**config.mk**
```make
export PLATFORM = sky130hd
export DESIGN_NAME = audio_irq_ctl
export DESIGN_NICKNAME = d
export VERILOG_FILES = /design/src/rtl/audio_irq_pkg.sv /design/src/rtl/audio_rst_sync.sv /design/src/rtl/audio_irq_flag.sv /design/src/rtl/audio_frame_match.sv /design/src/rtl/audio_reg_decode.sv /design/src/rtl/audio_irq_ctl.sv
export SDC_FILE = /design/constraint.sdc
export NUM_CORES = 1
export LEC_CHECK = 0
export ABC_AREA = 1
export CORE_UTILIZATION = 50
export CTS_CLUSTER_SIZE = 12
export DETAILED_ROUTE_END_ITERATION = 8
export PLACE_DENSITY = 0.76
export REMOVE_ABC_BUFFERS = 1
export SYNTH_ARGS = -nofsm -noshare
export SYNTH_HDL_FRONTEND = slang
export SYNTH_SLANG_ARGS = --single-unit
```
**constraint.sdc**
```tcl
create_clock -name clk -period 2.9 [get_ports clk]
set_input_delay 0.87 -clock clk [delete_from_list [all_inputs] [get_ports clk]]
set_output_delay 0.87 -clock clk [all_outputs]
set_load 0.005 [all_outputs]
```
**src/rtl/audio_irq_pkg.sv**
```systemverilog
package audio_irq_pkg;

  // Source index; position in the interrupt register follows from it.
  typedef enum logic [2:0] {
    SRC_FRAME   = 3'd0,
    SRC_MSG     = 3'd1,
    SRC_PEAK    = 3'd2,
    SRC_CLKSTOP = 3'd3,
    SRC_SYNCERR = 3'd4,
    SRC_SYNCOK  = 3'd5,
    SRC_RATE    = 3'd6,
    SRC_STATUS  = 3'd7
  } irq_src_e;

  // Register offsets (byte addresses)
  localparam logic [7:0] OFS_INTR   = 8'h00;
  localparam logic [7:0] OFS_FCOUNT = 8'h40;
  localparam logic [7:0] OFS_FMATCH = 8'h50;

  typedef struct packed {
    logic intr;
    logic fcount;
    logic fmatch;
  } reg_sel_t;

endpackage

```
**src/rtl/audio_rst_sync.sv**
```systemverilog
module audio_rst_sync (
  input  logic clk,
  input  logic rst_n,
  output logic rst_sync_n
);

  logic [1:0] sync_q;
  logic [1:0] sync_d;

  always_comb begin
    sync_d = {sync_q[0], 1'b1};
  end

  always_ff @(posedge clk or negedge rst_n) begin
    if (!rst_n) begin
      sync_q <= 2'b00;
    end else begin
      sync_q <= sync_d;
    end
  end

  assign rst_sync_n = sync_q[1];

endmodule

```
**src/rtl/audio_irq_flag.sv**
```systemverilog
module audio_irq_flag (
  input  logic clk,
  input  logic rst_n,
  input  logic wr_i,
  input  logic en_wdata_i,
  input  logic clr_wdata_i,
  input  logic set_i,
  output logic en_o,
  output logic pend_o
);

  logic en_q;
  logic en_d;
  logic pend_q;
  logic pend_d;
  logic clr;

  assign clr = wr_i & clr_wdata_i;

  always_comb begin
    en_d = en_q;
    if (wr_i) begin
      en_d = en_wdata_i;
    end
    pend_d = pend_q;
    if (clr) begin
      pend_d = 1'b0;
    end
    if (set_i) begin
      pend_d = 1'b1;
    end
  end

  always_ff @(posedge clk or negedge rst_n) begin
    if (!rst_n) begin
      en_q   <= 1'b0;
      pend_q <= 1'b0;
    end else begin
      en_q   <= en_d;
      pend_q <= pend_d;
    end
  end

  assign en_o   = en_q;
  assign pend_o = pend_q;


  set_wins_chk: assert property (@(posedge clk) disable iff (!rst_n)
    set_i |=> pend_q);


  clear_works_chk: assert property (@(posedge clk) disable iff (!rst_n)
    (wr_i && clr_wdata_i && !set_i) |=> !pend_q);


  no_spurious_set_chk: assert property (@(posedge clk) disable iff (!rst_n)
    !set_i |=> !$rose(pend_q));


  enable_load_chk: assert property (@(posedge clk) disable iff (!rst_n)
    wr_i |=> (en_q == $past(en_wdata_i)));

endmodule

```
**src/rtl/audio_frame_match.sv**
```systemverilog
module audio_frame_match #(
  parameter int unsigned CNT_W = 32
) (
  input  logic             clk,
  input  logic             rst_n,
  input  logic             tick_i,
  input  logic             cnt_we_i,
  input  logic             match_we_i,
  input  logic [CNT_W-1:0] wdata_i,
  output logic [CNT_W-1:0] cnt_o,
  output logic [CNT_W-1:0] match_o,
  output logic             hit_o
);

  localparam logic [CNT_W-1:0] CNT_ONE = CNT_W'(1);

  logic [CNT_W-1:0] cnt_q;
  logic [CNT_W-1:0] cnt_d;
  logic [CNT_W-1:0] cnt_inc;
  logic             cnt_en;
  logic [CNT_W-1:0] match_q;
  logic [CNT_W-1:0] match_d;
  logic             match_en;

  assign cnt_inc  = cnt_q + CNT_ONE;
  assign cnt_en   = cnt_we_i | tick_i;
  assign match_en = match_we_i;

  always_comb begin
    cnt_d = cnt_q;
    if (cnt_we_i) begin
      cnt_d = wdata_i;
    end else if (tick_i) begin
      cnt_d = cnt_inc;
    end
    match_d = match_q;
    if (match_we_i) begin
      match_d = wdata_i;
    end
  end

  always_ff @(posedge clk or negedge rst_n) begin
    if (!rst_n) begin
      cnt_q <= '0;
    end else if (cnt_en) begin
      cnt_q <= cnt_d;
    end
  end

  always_ff @(posedge clk or negedge rst_n) begin
    if (!rst_n) begin
      match_q <= '0;
    end else if (match_en) begin
      match_q <= match_d;
    end
  end

  // Compare the value being produced by this increment.
  assign hit_o   = tick_i & ~cnt_we_i & (cnt_inc == match_q);
  assign cnt_o   = cnt_q;
  assign match_o = match_q;


  count_step_chk: assert property (@(posedge clk) disable iff (!rst_n)
    (tick_i && !cnt_we_i) |=> (cnt_q == $past(cnt_q) + CNT_ONE));


  load_priority_chk: assert property (@(posedge clk) disable iff (!rst_n)
    cnt_we_i |=> (cnt_q == $past(wdata_i)));


  hit_equal_chk: assert property (@(posedge clk) disable iff (!rst_n)
    (hit_o && !match_we_i) |=> (cnt_q == match_q));


  hit_needs_tick_chk: assert property (@(posedge clk) disable iff (!rst_n)
    !tick_i |-> !hit_o);

endmodule

```
**src/rtl/audio_reg_decode.sv**
```systemverilog
module audio_reg_decode #(
  parameter int unsigned ADDR_W = 8,
  parameter int unsigned DATA_W = 32
) (
  input  logic              [ADDR_W-1:0] addr_i,
  input  logic                           we_i,
  input  logic              [DATA_W-1:0] intr_rd_i,
  input  logic              [DATA_W-1:0] cnt_rd_i,
  input  logic              [DATA_W-1:0] match_rd_i,
  output audio_irq_pkg::reg_sel_t        wr_sel_o,
  output logic              [DATA_W-1:0] rdata_o
);

  import audio_irq_pkg::*;

  reg_sel_t sel;

  always_comb begin
    sel.intr   = (addr_i == ADDR_W'(OFS_INTR));
    sel.fcount = (addr_i == ADDR_W'(OFS_FCOUNT));
    sel.fmatch = (addr_i == ADDR_W'(OFS_FMATCH));
  end

  always_comb begin
    wr_sel_o.intr   = we_i & sel.intr;
    wr_sel_o.fcount = we_i & sel.fcount;
    wr_sel_o.fmatch = we_i & sel.fmatch;
  end

  always_comb begin
    rdata_o = '0;
    if (sel.intr) begin
      rdata_o = intr_rd_i;
    end else if (sel.fcount) begin
      rdata_o = cnt_rd_i;
    end else if (sel.fmatch) begin
      rdata_o = match_rd_i;
    end
  end

endmodule

```
**src/rtl/audio_irq_ctl.sv**
```systemverilog
module audio_irq_ctl #(
  parameter int unsigned ADDR_W = 8,
  parameter int unsigned DATA_W = 32,
  parameter int unsigned NSRC   = 8
) (
  input  logic              clk,
  input  logic              rst_n,
  input  logic [ADDR_W-1:0] reg_addr_i,
  input  logic              reg_we_i,
  input  logic [DATA_W-1:0] reg_wdata_i,
  output logic [DATA_W-1:0] reg_rdata_o,
  input  logic              frame_tick_i,
  input  logic [NSRC-2:0]   evt_i,
  output logic              irq_o
);

  import audio_irq_pkg::*;

  localparam int unsigned NEVT  = NSRC - 1;
  localparam int unsigned LOW_W = DATA_W - 2 * NSRC;

  logic              rst_int_n;
  reg_sel_t          wr_sel;
  logic [DATA_W-1:0] intr_word;
  logic [DATA_W-1:0] cnt_val;
  logic [DATA_W-1:0] match_val;
  logic              frame_hit;
  logic [NSRC-1:0]   src_vec;
  logic [NSRC-1:0]   en_vec;
  logic [NSRC-1:0]   pend_vec;

  audio_rst_sync i_rst_sync (
    .clk        (clk),
    .rst_n      (rst_n),
    .rst_sync_n (rst_int_n)
  );

  audio_reg_decode #(
    .ADDR_W (ADDR_W),
    .DATA_W (DATA_W)
  ) i_decode (
    .addr_i     (reg_addr_i),
    .we_i       (reg_we_i),
    .intr_rd_i  (intr_word),
    .cnt_rd_i   (cnt_val),
    .match_rd_i (match_val),
    .wr_sel_o   (wr_sel),
    .rdata_o    (reg_rdata_o)
  );

  audio_frame_match #(
    .CNT_W (DATA_W)
  ) i_frame (
    .clk        (clk),
    .rst_n      (rst_int_n),
    .tick_i     (frame_tick_i),
    .cnt_we_i   (wr_sel.fcount),
    .match_we_i (wr_sel.fmatch),
    .wdata_i    (reg_wdata_i),
    .cnt_o      (cnt_val),
    .match_o    (match_val),
    .hit_o      (frame_hit)
  );

  // Source 0 is the frame comparator, the rest are external pulses.
  assign src_vec[SRC_FRAME]  = frame_hit;
  assign src_vec[NSRC-1:1]   = evt_i[NEVT-1:0];

  for (genvar k = 0; k < NSRC; k++) begin : g_src
    localparam int unsigned EN_BIT = DATA_W - 1 - 2 * k;
    localparam int unsigned PD_BIT = DATA_W - 2 - 2 * k;

    audio_irq_flag i_flag (
      .clk         (clk),
      .rst_n       (rst_int_n),
      .wr_i        (wr_sel.intr),
      .en_wdata_i  (reg_wdata_i[EN_BIT]),
      .clr_wdata_i (reg_wdata_i[PD_BIT]),
      .set_i       (src_vec[k]),
      .en_o        (en_vec[k]),
      .pend_o      (pend_vec[k])
    );

    assign intr_word[EN_BIT] = en_vec[k];
    assign intr_word[PD_BIT] = pend_vec[k];
  end

  assign intr_word[LOW_W-1:0] = '0;

  assign irq_o = |(en_vec & pend_vec);


  low_half_zero_chk: assert property (@(posedge clk) disable iff (!rst_int_n)
    (reg_addr_i == ADDR_W'(OFS_INTR)) |-> (reg_rdata_o[LOW_W-1:0] == '0));


  irq_has_source_chk: assert property (@(posedge clk) disable iff (!rst_int_n)
    (irq_o && reg_addr_i == ADDR_W'(OFS_INTR)) |-> (reg_rdata_o != '0));

endmodule

```
After elaboration in Yosys (flattened, before gate mapping):

Index checks and enable logic that the tools add are counted.

* register bits after elaboration: 82
* output and inout port bits: 33
* word-level logic and storage cells: 72

* add/sub/neg operators: 1
* equal/unequal tests: 3
* muxes and demuxes: 21
* bitwise gates (word level): 16
* reductions and logical operators: 12

Operators with widths (count)
* 32-bit two-way mux: 5
* 32-bit by 1-bit adder with 32-bit output, second input constant: 1
* 32-bit == test: 1
* 2-bit nonzero test: 9
* 8-bit by 7-bit == test with 1-bit output, second input constant: 2
* 1-bit two-way mux: 16
* 1-bit bitwise AND: 13
* 8-bit bitwise AND: 1
* 8-bit logical NOT: 1
* 8-bit OR reduction: 1
* 2-bit AND reduction: 1
* 1-bit NOT: 1
* 1-bit bitwise OR: 1

Depth between registers and ports, before layout:

Gate-level depths: netlist (run 1).

* depth after elaboration: 6
* gate-level depth with buffers: 15
* depth with buffers taken out: 15

Hierarchy:

A second synthesis (run 1) with hierarchy kept.

* cells, all modules: 902
* area, all modules: 6167.2 sq um

By module, submodules not included
* audio_frame_match: instances 1, cells each 645, area an instance 4192.8 sq um, sequential area each 1601.5 sq um
* audio_reg_decode: instances 1, cells each 166, area an instance 1239.9 sq um, sequential area each 0.0 sq um
* audio_irq_flag: instances 8, cells each 9, area an instance 77.6 sq um, sequential area each 50.0 sq um
* audio_irq_ctl: instances 1, cells each 16, area an instance 60.1 sq um, sequential area each 0.0 sq um
* audio_rst_sync: instances 1, cells each 3, area an instance 53.8 sq um, sequential area each 50.0 sq um

Least setup slack after synthesis (run 1):

No wires, ideal clock.

* kind: in2out
* start point: input reg_addr_i[5]
* end point: output reg_rdata_o[24]
* arrival time: 2.071 ns
* required time: 2.030 ns
* setup slack: -0.041 ns
* stages: 7
* buffers on the path: 1
* cells stage by stage: or2_1 nor2_1 inv_2 nor2_2 inv_2 clkbuf_1 o221ai_1

* word-level cells in the longest chain between the ends: 4

RTL lines
* start: declaration: line audio_irq_ctl.sv:8 `input logic [ADDR_W-1:0] reg_addr_i,`
* 8-bit by 7-bit == test with 1-bit output: line audio_reg_decode.sv:21 `sel.fmatch = (addr_i == ADDR_W'(OFS_FMATCH));`
* 32-bit two-way mux: line audio_reg_decode.sv:36 `end else if (sel.fmatch) begin`
* 32-bit two-way mux: line audio_reg_decode.sv:34 `end else if (sel.fcount) begin`
* 32-bit two-way mux (*): line audio_reg_decode.sv:32 `if (sel.intr) begin`
* end: declaration: line audio_irq_ctl.sv:11 `output logic [DATA_W-1:0] reg_rdata_o,`

Every way passes the cells marked *; elsewhere a longest branch is shown, timed or not.

Worst setup path in the final report (run 1):

* start point: input reg_addr_i[4]
* end point: output reg_rdata_o[30]

Same word-level chain as after synthesis.

==> results of run 1 <==
## cells by family after synthesis
kind of cell	share of synthesized area, %
buffers and inverters	10.07
multiplexers	0.2065
AO/OA/AOI/OAI	15.12
AND/OR/NAND/NOR	33.71
other	0.06877
flip-flops	37.63
XOR/XNOR	2.960
adder cells (fa/ha/maj)	0.2294
## cell type report
type                            count  area share, %
Tap cell                          136          2.379
Clock buffer                       11          1.977
Timing Repair Buffer              124          15.13
Multi-Input combinational cell    569          44.14
Sequential cell                    82          28.74
Clock inverter                      5          1.085
Inverter                          122          6.543
## state kept, by name, summed over array words and instances (netlist names)
| signal | flops |
|---|---|
| g_src.i_flag.en_o | 8 |
| g_src.i_flag.pend_o | 8 |
| i_frame.match_o | 32 |
| i_frame.cnt_o | 32 |
| i_rst_sync.sync_q | 2 |
## placed cells by master (no fill, tap or decap), types with 3 or more instances in the layout
cell             Yosys  final
nand2_4              1     11
o21ai_0             62     50
buf_2                4     32
o221ai_1            44     31
inv_2                3      5
o221ai_2             0     12
xnor3_1              3      3
clkdlybuf4s50_1      0     43
clkbuf_2             0      5
nor2_1              64     62
buf_12               0      6
o21ai_2              0      8
nor2_4               7     10
buf_4                1     26
xor2_1               6      6
nand3_1             79     78
inv_1              119    114
clkbuf_8             0     10
buf_6                0     10
nand2_1            265    249
nand2_2              1      7
o21ai_1              3      6
o22ai_2              0      5
dfrtp_1             82     81
## power breakdown
part / total [mW] / switching, mW / internal (mW)
Combinational: 0.776 / 0.456 / 0.320
Clock: 0.951 / 0.445 / 0.506
Sequential: 1.45 / 0.189 / 1.26
Total: 3.18 / 1.09 / 2.09
## layer usage
metal / up-vias / share of wire (%) / track usage, %
li1: 2821 / - / -
met1: 2904 / 41 / 47.39
met2: 345 / 46 / 54.31
met3: 49 / 10 / 7.971
met4: 0 / 2.9 / 16.73
met5: - / 0 / 0
## final timing paths
check	cells after the start	start	slack, ns	end
setup / recovery	9	reg_addr_i[4]	-0.18	reg_rdata_o[30]
hold / removal	0	i_rst_sync.sync_q[0]$_DFF_PN0_	0.38	i_rst_sync.sync_q[1]$_DFF_PN0_
setup reg to reg	12	i_frame.cnt_o[0]$_DFFE_PN0P_	0.49	g_src[0].i_flag.pend_o$_DFFE_PN0P_
hold reg to reg	0	i_rst_sync.sync_q[0]$_DFF_PN0_	0.38	i_rst_sync.sync_q[1]$_DFF_PN0_
max in group asynchronous	0	i_rst_sync.sync_q[1]$_DFF_PN0_	1.66	i_frame.match_o[11]$_DFFE_PN0P_
min in group asynchronous	0	i_rst_sync.sync_q[1]$_DFF_PN0_	0.52	i_frame.cnt_o[0]$_DFFE_PN0P_
## timing repair
action / in CTS / in global routing
buffers inserted: 11 / 3
pin swaps: 9 / 10
gates resized for setup: 200 / 60
cloned: 3 / 0
endpoints found under the setup margin: 32 / 32
hold buffers: 0 / 0
==> metrics.md, run 1 <==
| Metric | Value |
|---|---|
| Post-synth EDFFs | `0` |
| Setup WS post-layout | `-0.1802 ns` |
| CP Launch Type | `input port` |
| I/O pin count | `84` |
| Failing checks | `setup timing` |
| DIE AREA | `between 0.01 and 0.015 mm2` |
| Crit path DAT | `approximately 2.2 ns` |
| Crit Path Class | `input port to primary output` |
| Post-Syn Instances | `roughly 800` |
| Core Util, Final | `around two thirds` |
| Die W | `around 110 um` |
| Final slew viol count | `0` |
| Worst skew pair latency | `between 0.3 and 0.4 ns` |
| Critical Path Max Stage Delay | `around 0.26 ns` |
| Top-count cell post-synth | `nand2_1` |
| CP dominant cell by count | `nor2_4` |
| Nets | `960` |
| Area occupied by multi-input gates | `0.003157 mm2` |
| Hold_ws | `0.3802 ns` |
| Placer Congestion | `0.9298` |
| DPL Wire Length | `13330 um` |
| Post-Route Skew | `~0.013 ns` |
| Critical path, cell by cell | `buf_6, or2_4, nor2_4, inv_2, nor2_4, clkinv_4, buf_12, o221ai_4, buf_2` |
| Worst slew pin tran | `roughly 1.1 ns` |
| Remaining DRCs | `0` |
| Ant diodes | `0` |
| Synth Cell Area | `0.005453 mm2` |
| Peak supply drop | `approximately 0.0003 V` |
| Detailed-route via count | `approximately 6000` |
| Design area | `slightly above 0.007 mm2` |
| Initial Utilization | `52.12%` |
| Most frequent cells after synthesis | `265 x nand2_1, 119 x inv_1, 82 x dfrtp_1, 79 x nand3_1, 64 x nor2_1` |
| Die height | `106.4 um` |
| Placed cell area | `between 0.006 and 0.007 mm2` |
| Synth Area per Inst | `~6.9 um2` |
| Status | `complete, but fails checks` |
| Cell accounting for the most synthesized area | `dfrtp_1` |
| Total GRT Usage | `35.41%` |
| WL final | `19360 um` |
| Vias in the first global route | `between 5000 and 6000` |
| #FFs+latches synth | `82` |
| CP top delay family | `buffers and inverters` |
| Vias per cell | `5.833` |
| Worst Path Max Fanout | `8` |
| Most used DFF post-synth | `dfrtp_1` |
| Rows | `37` |
| Required @ worst endpoint | `2.03 ns` |
| Min Tclk post-route | `3.080 ns` |
| Seq/Total Area, Yosys | `around 38%` |
| PD cells | `444.2 mW/mm2` |
| Max_slew headroom | `27.63%` |
| F_max | `between 300 and 400 MHz` |
| Clock Sinks | `82` |
| WL/cell | `between 15 and 20 um` |
| I/O Buffers | `between 80 and 90` |
| Max-cap violations | `0` |
| First-pass DRT Iterations | `6` |
| Fin Setup TNS | `-3.182 ns` |
| Core area | `about 0.010 mm2` |
| Clk buf depth | `2` |
| First-pass GRT wire length | `roughly 30000 um` |
| Area grow syn2layout | `31.16%` |
| Slowest CP cell | `or2_4` |
| CP bufs+invs | `5` |
| Worst min path class | `flip-flop to flip-flop` |
| Layout cells sized above 1 | `a little under a fifth` |
| Antenna violations before repair | `0` |
| Largest net degree at the start of global routing | `between 80 and 90` |
| Final period util | `106.2%` |
| Distinct cell type count of the synthesized netlist | `37` |
| Synth area leaders | `dfrtp_1 38%, nand2_1 18%, inv_1 8.2%, nand3_1 7.3%, o221ai_1 7.1%` |
| Non-Filler Instances | `1049` |
| Starting DRT DRC Count | `594` |
| Yosys warns | `0` |
| Fillcell total | `a little over 900` |
| RSZ-0062 raised after global routing | `yes` |
| Inserted Clock Buffers | `9` |
| CTS tree | `yes` |
| Overflow after GRT | `0` |
| Pre-CTS setup slack | `-0.9005 ns` |
| Yosys top cell area share | `approximately 38%` |
| CTS root buffer | `clkbuf_8` |
| Endpoints failing setup | `29` |
| Worst Setup End Kind | `primary output` |
| Register area | `slightly above 0.002 mm2` |
| Leakage | `between 3 and 4 nW` |
| Asr flop ratio synth | `100.0%` |
| Hold Violations, Final | `0` |
| Clock Pin Slew Worst Setup and Hold Paths | `0.08 ns` |
| Post-route antenna net violation count | `0` |
| Dpl cells | `about 1000` |
| # H-tree levels | `3` |
| Power Total | `around 3.2 mW` |
No activity file was read; power rests on OpenSTA's default activity.
==> run 2: changes to the inputs <==
--- a/config.mk
+++ b/config.mk
@@ -10,7 +10,9 @@
 export CTS_CLUSTER_SIZE = 12
 export DETAILED_ROUTE_END_ITERATION = 8
 export PLACE_DENSITY = 0.76
+export RECOVER_POWER = 50
 export REMOVE_ABC_BUFFERS = 1
 export SYNTH_ARGS = -nofsm -noshare
 export SYNTH_HDL_FRONTEND = slang
 export SYNTH_SLANG_ARGS = --single-unit
+export TNS_END_PERCENT = 50
==> run 2 against run 1 <==
Against the previous run:
- worst setup slack worse by 0.056 ns
- non-clock buffer count unchanged
- core utilization down 0.42 points
- largest cell class unchanged
- hold slack worse by 0.00085 ns
- global-route usage down 0.11 points
- final area down 0.61%
- the flow finishes with violations (capacitance limit, slew limit, setup timing)
- via count about the same
- count of clock-buffer cells in the layout unchanged
- die area unchanged
- clock skew about the same
- register-to-register slack about the same
==> metrics.md, run 2 (same netlist as run 1, synthesis figures left out) <==
| Metric | Value |
|---|---|
| Status | `complete, but fails checks (unchanged)` |
| Failing checks | `capacitance limit, slew limit, setup timing (was setup timing)` |
| WP depth | `9 (unchanged)` |
| I/O Buffers | `83 (unchanged)` |
| Nets | `960 (unchanged)` |
| Vias in the first global route | `5935 (was 5941)` |
| DIE AREA | `0.01133 mm2 (unchanged)` |
| Total GRT Usage | `35.31% (was 35.41%)` |
| Antenna violations before repair | `0 (unchanged)` |
| Worst min path class | `flip-flop to flip-flop (unchanged)` |
| # H-tree levels | `3 (unchanged)` |
| Hold Violations, Final | `0 (unchanged)` |
| Ant diodes | `0 (unchanged)` |
| Rows | `37 (unchanged)` |
| Commonest non-fill, non-tap cells in the layout | `250 x nand2_1, 114 x inv_1, 81 x dfrtp_1 (was 249 x nand2_1, 114 x inv_1, 81 x dfrtp_1)` |
| Detailed-route via count | `6117 (was 6119)` |
| Power Total | `3.170 mW (was 3.177 mW)` |
| CP Launch Type | `input port (unchanged)` |
| Max-cap violations | `1 (was 0)` |
| Largest net degree at the start of global routing | `81 (unchanged)` |
| Critical Path Max Stage Delay | `0.26 ns (about the same)` |
| CP top delay family | `buffers and inverters (unchanged)` |
| Area grow syn2layout | `30.36% (was 31.16%)` |
| Worst Path Max Fanout | `5 (was 8)` |
| Min Tclk post-route | `3.136 ns (was 3.080 ns)` |
| I/O pin count | `84 (unchanged)` |
| Peak supply drop | `0.0003005 V (was 0.0003047 V)` |
| # hold bufs at CTS | `0 (unchanged)` |
| Final period util | `108.1% (was 106.2%)` |
| RSZ-0062 raised after global routing | `yes (unchanged)` |
| Initial Utilization | `52.12% (unchanged)` |
| Worst Setup End Kind | `primary output (unchanged)` |
| Starting DRT DRC Count | `507 (was 594)` |
| CTS root buffer | `clkbuf_8 (unchanged)` |
| Clk buf depth | `2 (unchanged)` |
| First-pass DRT Iterations | `6 (unchanged)` |
| First-pass GRT wire length | `30300 um (was 30390 um)` |
| Max_slew headroom | `-23.23% (was 27.63%)` |
| Die W | `106.4 um (unchanged)` |
| Die height | `106.4 um (unchanged)` |
| Placer Congestion | `0.9298 (unchanged)` |
| Core area | `0.01046 mm2 (unchanged)` |
| F_max | `318.8 MHz (was 324.7 MHz)` |
| Final slew viol count | `81 (was 0)` |
| Post-route antenna net violation count | `0 (unchanged)` |
| CP bufs+invs | `5 (unchanged)` |
| DPL Wire Length | `13330 um (unchanged)` |
| Vias per cell | `5.831 (was 5.833)` |
| Post-Route Skew | `0.01269 ns (was 0.01284 ns)` |
| Slowest CP cell | `or2_4 (unchanged)` |
| Clock Sinks | `82 (unchanged)` |
| Commonest non-fill, non-tap cell in the layout | `nand2_1 (unchanged)` |
| Crit Path Class | `input port to primary output (unchanged)` |
| Worst Reg-to-Reg Cells | `12 (unchanged)` |
| WL final | `19340 um (was 19360 um)` |
| Critical path, cell by cell | `buf_6, or2_4, buf_6, nor4_4, buf_4, buf_6, a221oi_2, a21oi_1, buf_2 (was buf_6, or2_4, nor2_4, inv_2, nor2_4, clkinv_4, buf_12, o221ai_4, buf_2)` |
| Hold path cells | `0 (unchanged)` |
| Clock Pin Slew Worst Setup and Hold Paths | `0.08 ns (about the same)` |
| Remaining DRCs | `0 (unchanged)` |
| Non-Filler Instances | `1049 (unchanged)` |
| Leakage | `3.353 nW (was 3.431 nW)` |
| PD cells | `446.0 mW/mm2 (was 444.2 mW/mm2)` |
| Setup WS post-layout | `-0.2363 ns (was -0.1802 ns)` |
| Worst slew pin tran | `1.848 ns (was 1.086 ns)` |
| Worst skew pair latency | `0.38 ns (was 0.39 ns)` |
| CTS tree | `yes (unchanged)` |
| WL/cell | `18.43 um (was 18.45 um)` |
| Required @ worst endpoint | `2.03 ns (about the same)` |
| CP dominant cell by count | `buf_6 (was nor2_4)` |
| Endpoints failing setup | `31 (was 29)` |
| Crit path DAT | `2.27 ns (was 2.21 ns)` |
| Inserted Clock Buffers | `9 (unchanged)` |
| Layout cells sized above 1 | `18.40% (was 18.84%)` |
| Overflow after GRT | `0 (unchanged)` |
| Dpl cells | `1019 (unchanged)` |
[run 2: cell types whose count changed in the layout (fill, tap and decap cells not counted), sizes merged]
cell,change
clkbuf,-1
clkdlybuf4s15,+1
clkdlybuf4s50,-1
dlygate4sd3,+1
[run 2: layer usage]
layer | wire (um) | global-route usage (%) | up-vias
met2 | 8821 | 54.41 | 359
met3 | 1788 | 7.909 | 63
li1 | - | - | 2814
met1 | 8057 | 47.19 | 2881
met4 | 670 | 16.34 | 0
met5 | 0 | 0 | -
[run 2: final cells by class]
type / count / area (um2)
Clock buffer: 11 / 141.4
Multi-Input combinational cell: 569 / 3115
Fill cell: 915 / 3354
Timing Repair Buffer: 124 / 1082
Inverter: 122 / 467.9
Clock inverter: 5 / 77.57
Tap cell: 136 / 170.2
Sequential cell: 82 / 2053
[run 2: repair_timing]
item / 4_1_cts / 5_1_grt
gates resized for setup: 200 / 49
gates cloned: 3 / 0
setup endpoints to repair: 32 / 32
buffers inserted: 10 / 3
pin swaps: 9 / 10
[run 2: worst paths after layout]
path	endpoint	slack (ns)	from
worst min register to register	i_rst_sync.sync_q[1]$_DFF_PN0_	0.38	i_rst_sync.sync_q[0]$_DFF_PN0_
worst max register to register	g_src[0].i_flag.pend_o$_DFFE_PN0P_	0.49	i_frame.cnt_o[0]$_DFFE_PN0P_
max in group asynchronous	i_frame.match_o[11]$_DFFE_PN0P_	1.00	i_rst_sync.sync_q[1]$_DFF_PN0_
worst min-delay path	i_rst_sync.sync_q[1]$_DFF_PN0_	0.38	i_rst_sync.sync_q[0]$_DFF_PN0_
min in group asynchronous	i_rst_sync.sync_q[0]$_DFF_PN0_	0.72	rst_n
worst max-delay path	reg_rdata_o[19]	-0.24	reg_addr_i[5]
[run 2: report_power, final]
part	internal, mW	switching (mW)	total [mW]
Clock	0.506	0.442	0.948
Combinational	0.320	0.454	0.774
Sequential	1.26	0.188	1.45
Total	2.09	1.08	3.17
[run 2: metrics by stage]
step	hold WS [ns]	util, %	TNS, ns	setup WS, ns	instance area, um2
3_3_place_gp	0.3358	63.26	-25.22	-0.8272	6619
3_5_place_dp	0.3569	63.26	-25.91	-0.9005	6619
2_1_floorplan	0.3312	-	-3.915	-0.2188	5361
5_1_grt	0.3968	67.94	-4.841	-0.2521	7108
4_1_cts	0.3871	67.24	-3.358	-0.1979	7036
6_report	0.3794	67.94	-3.404	-0.2363	7108
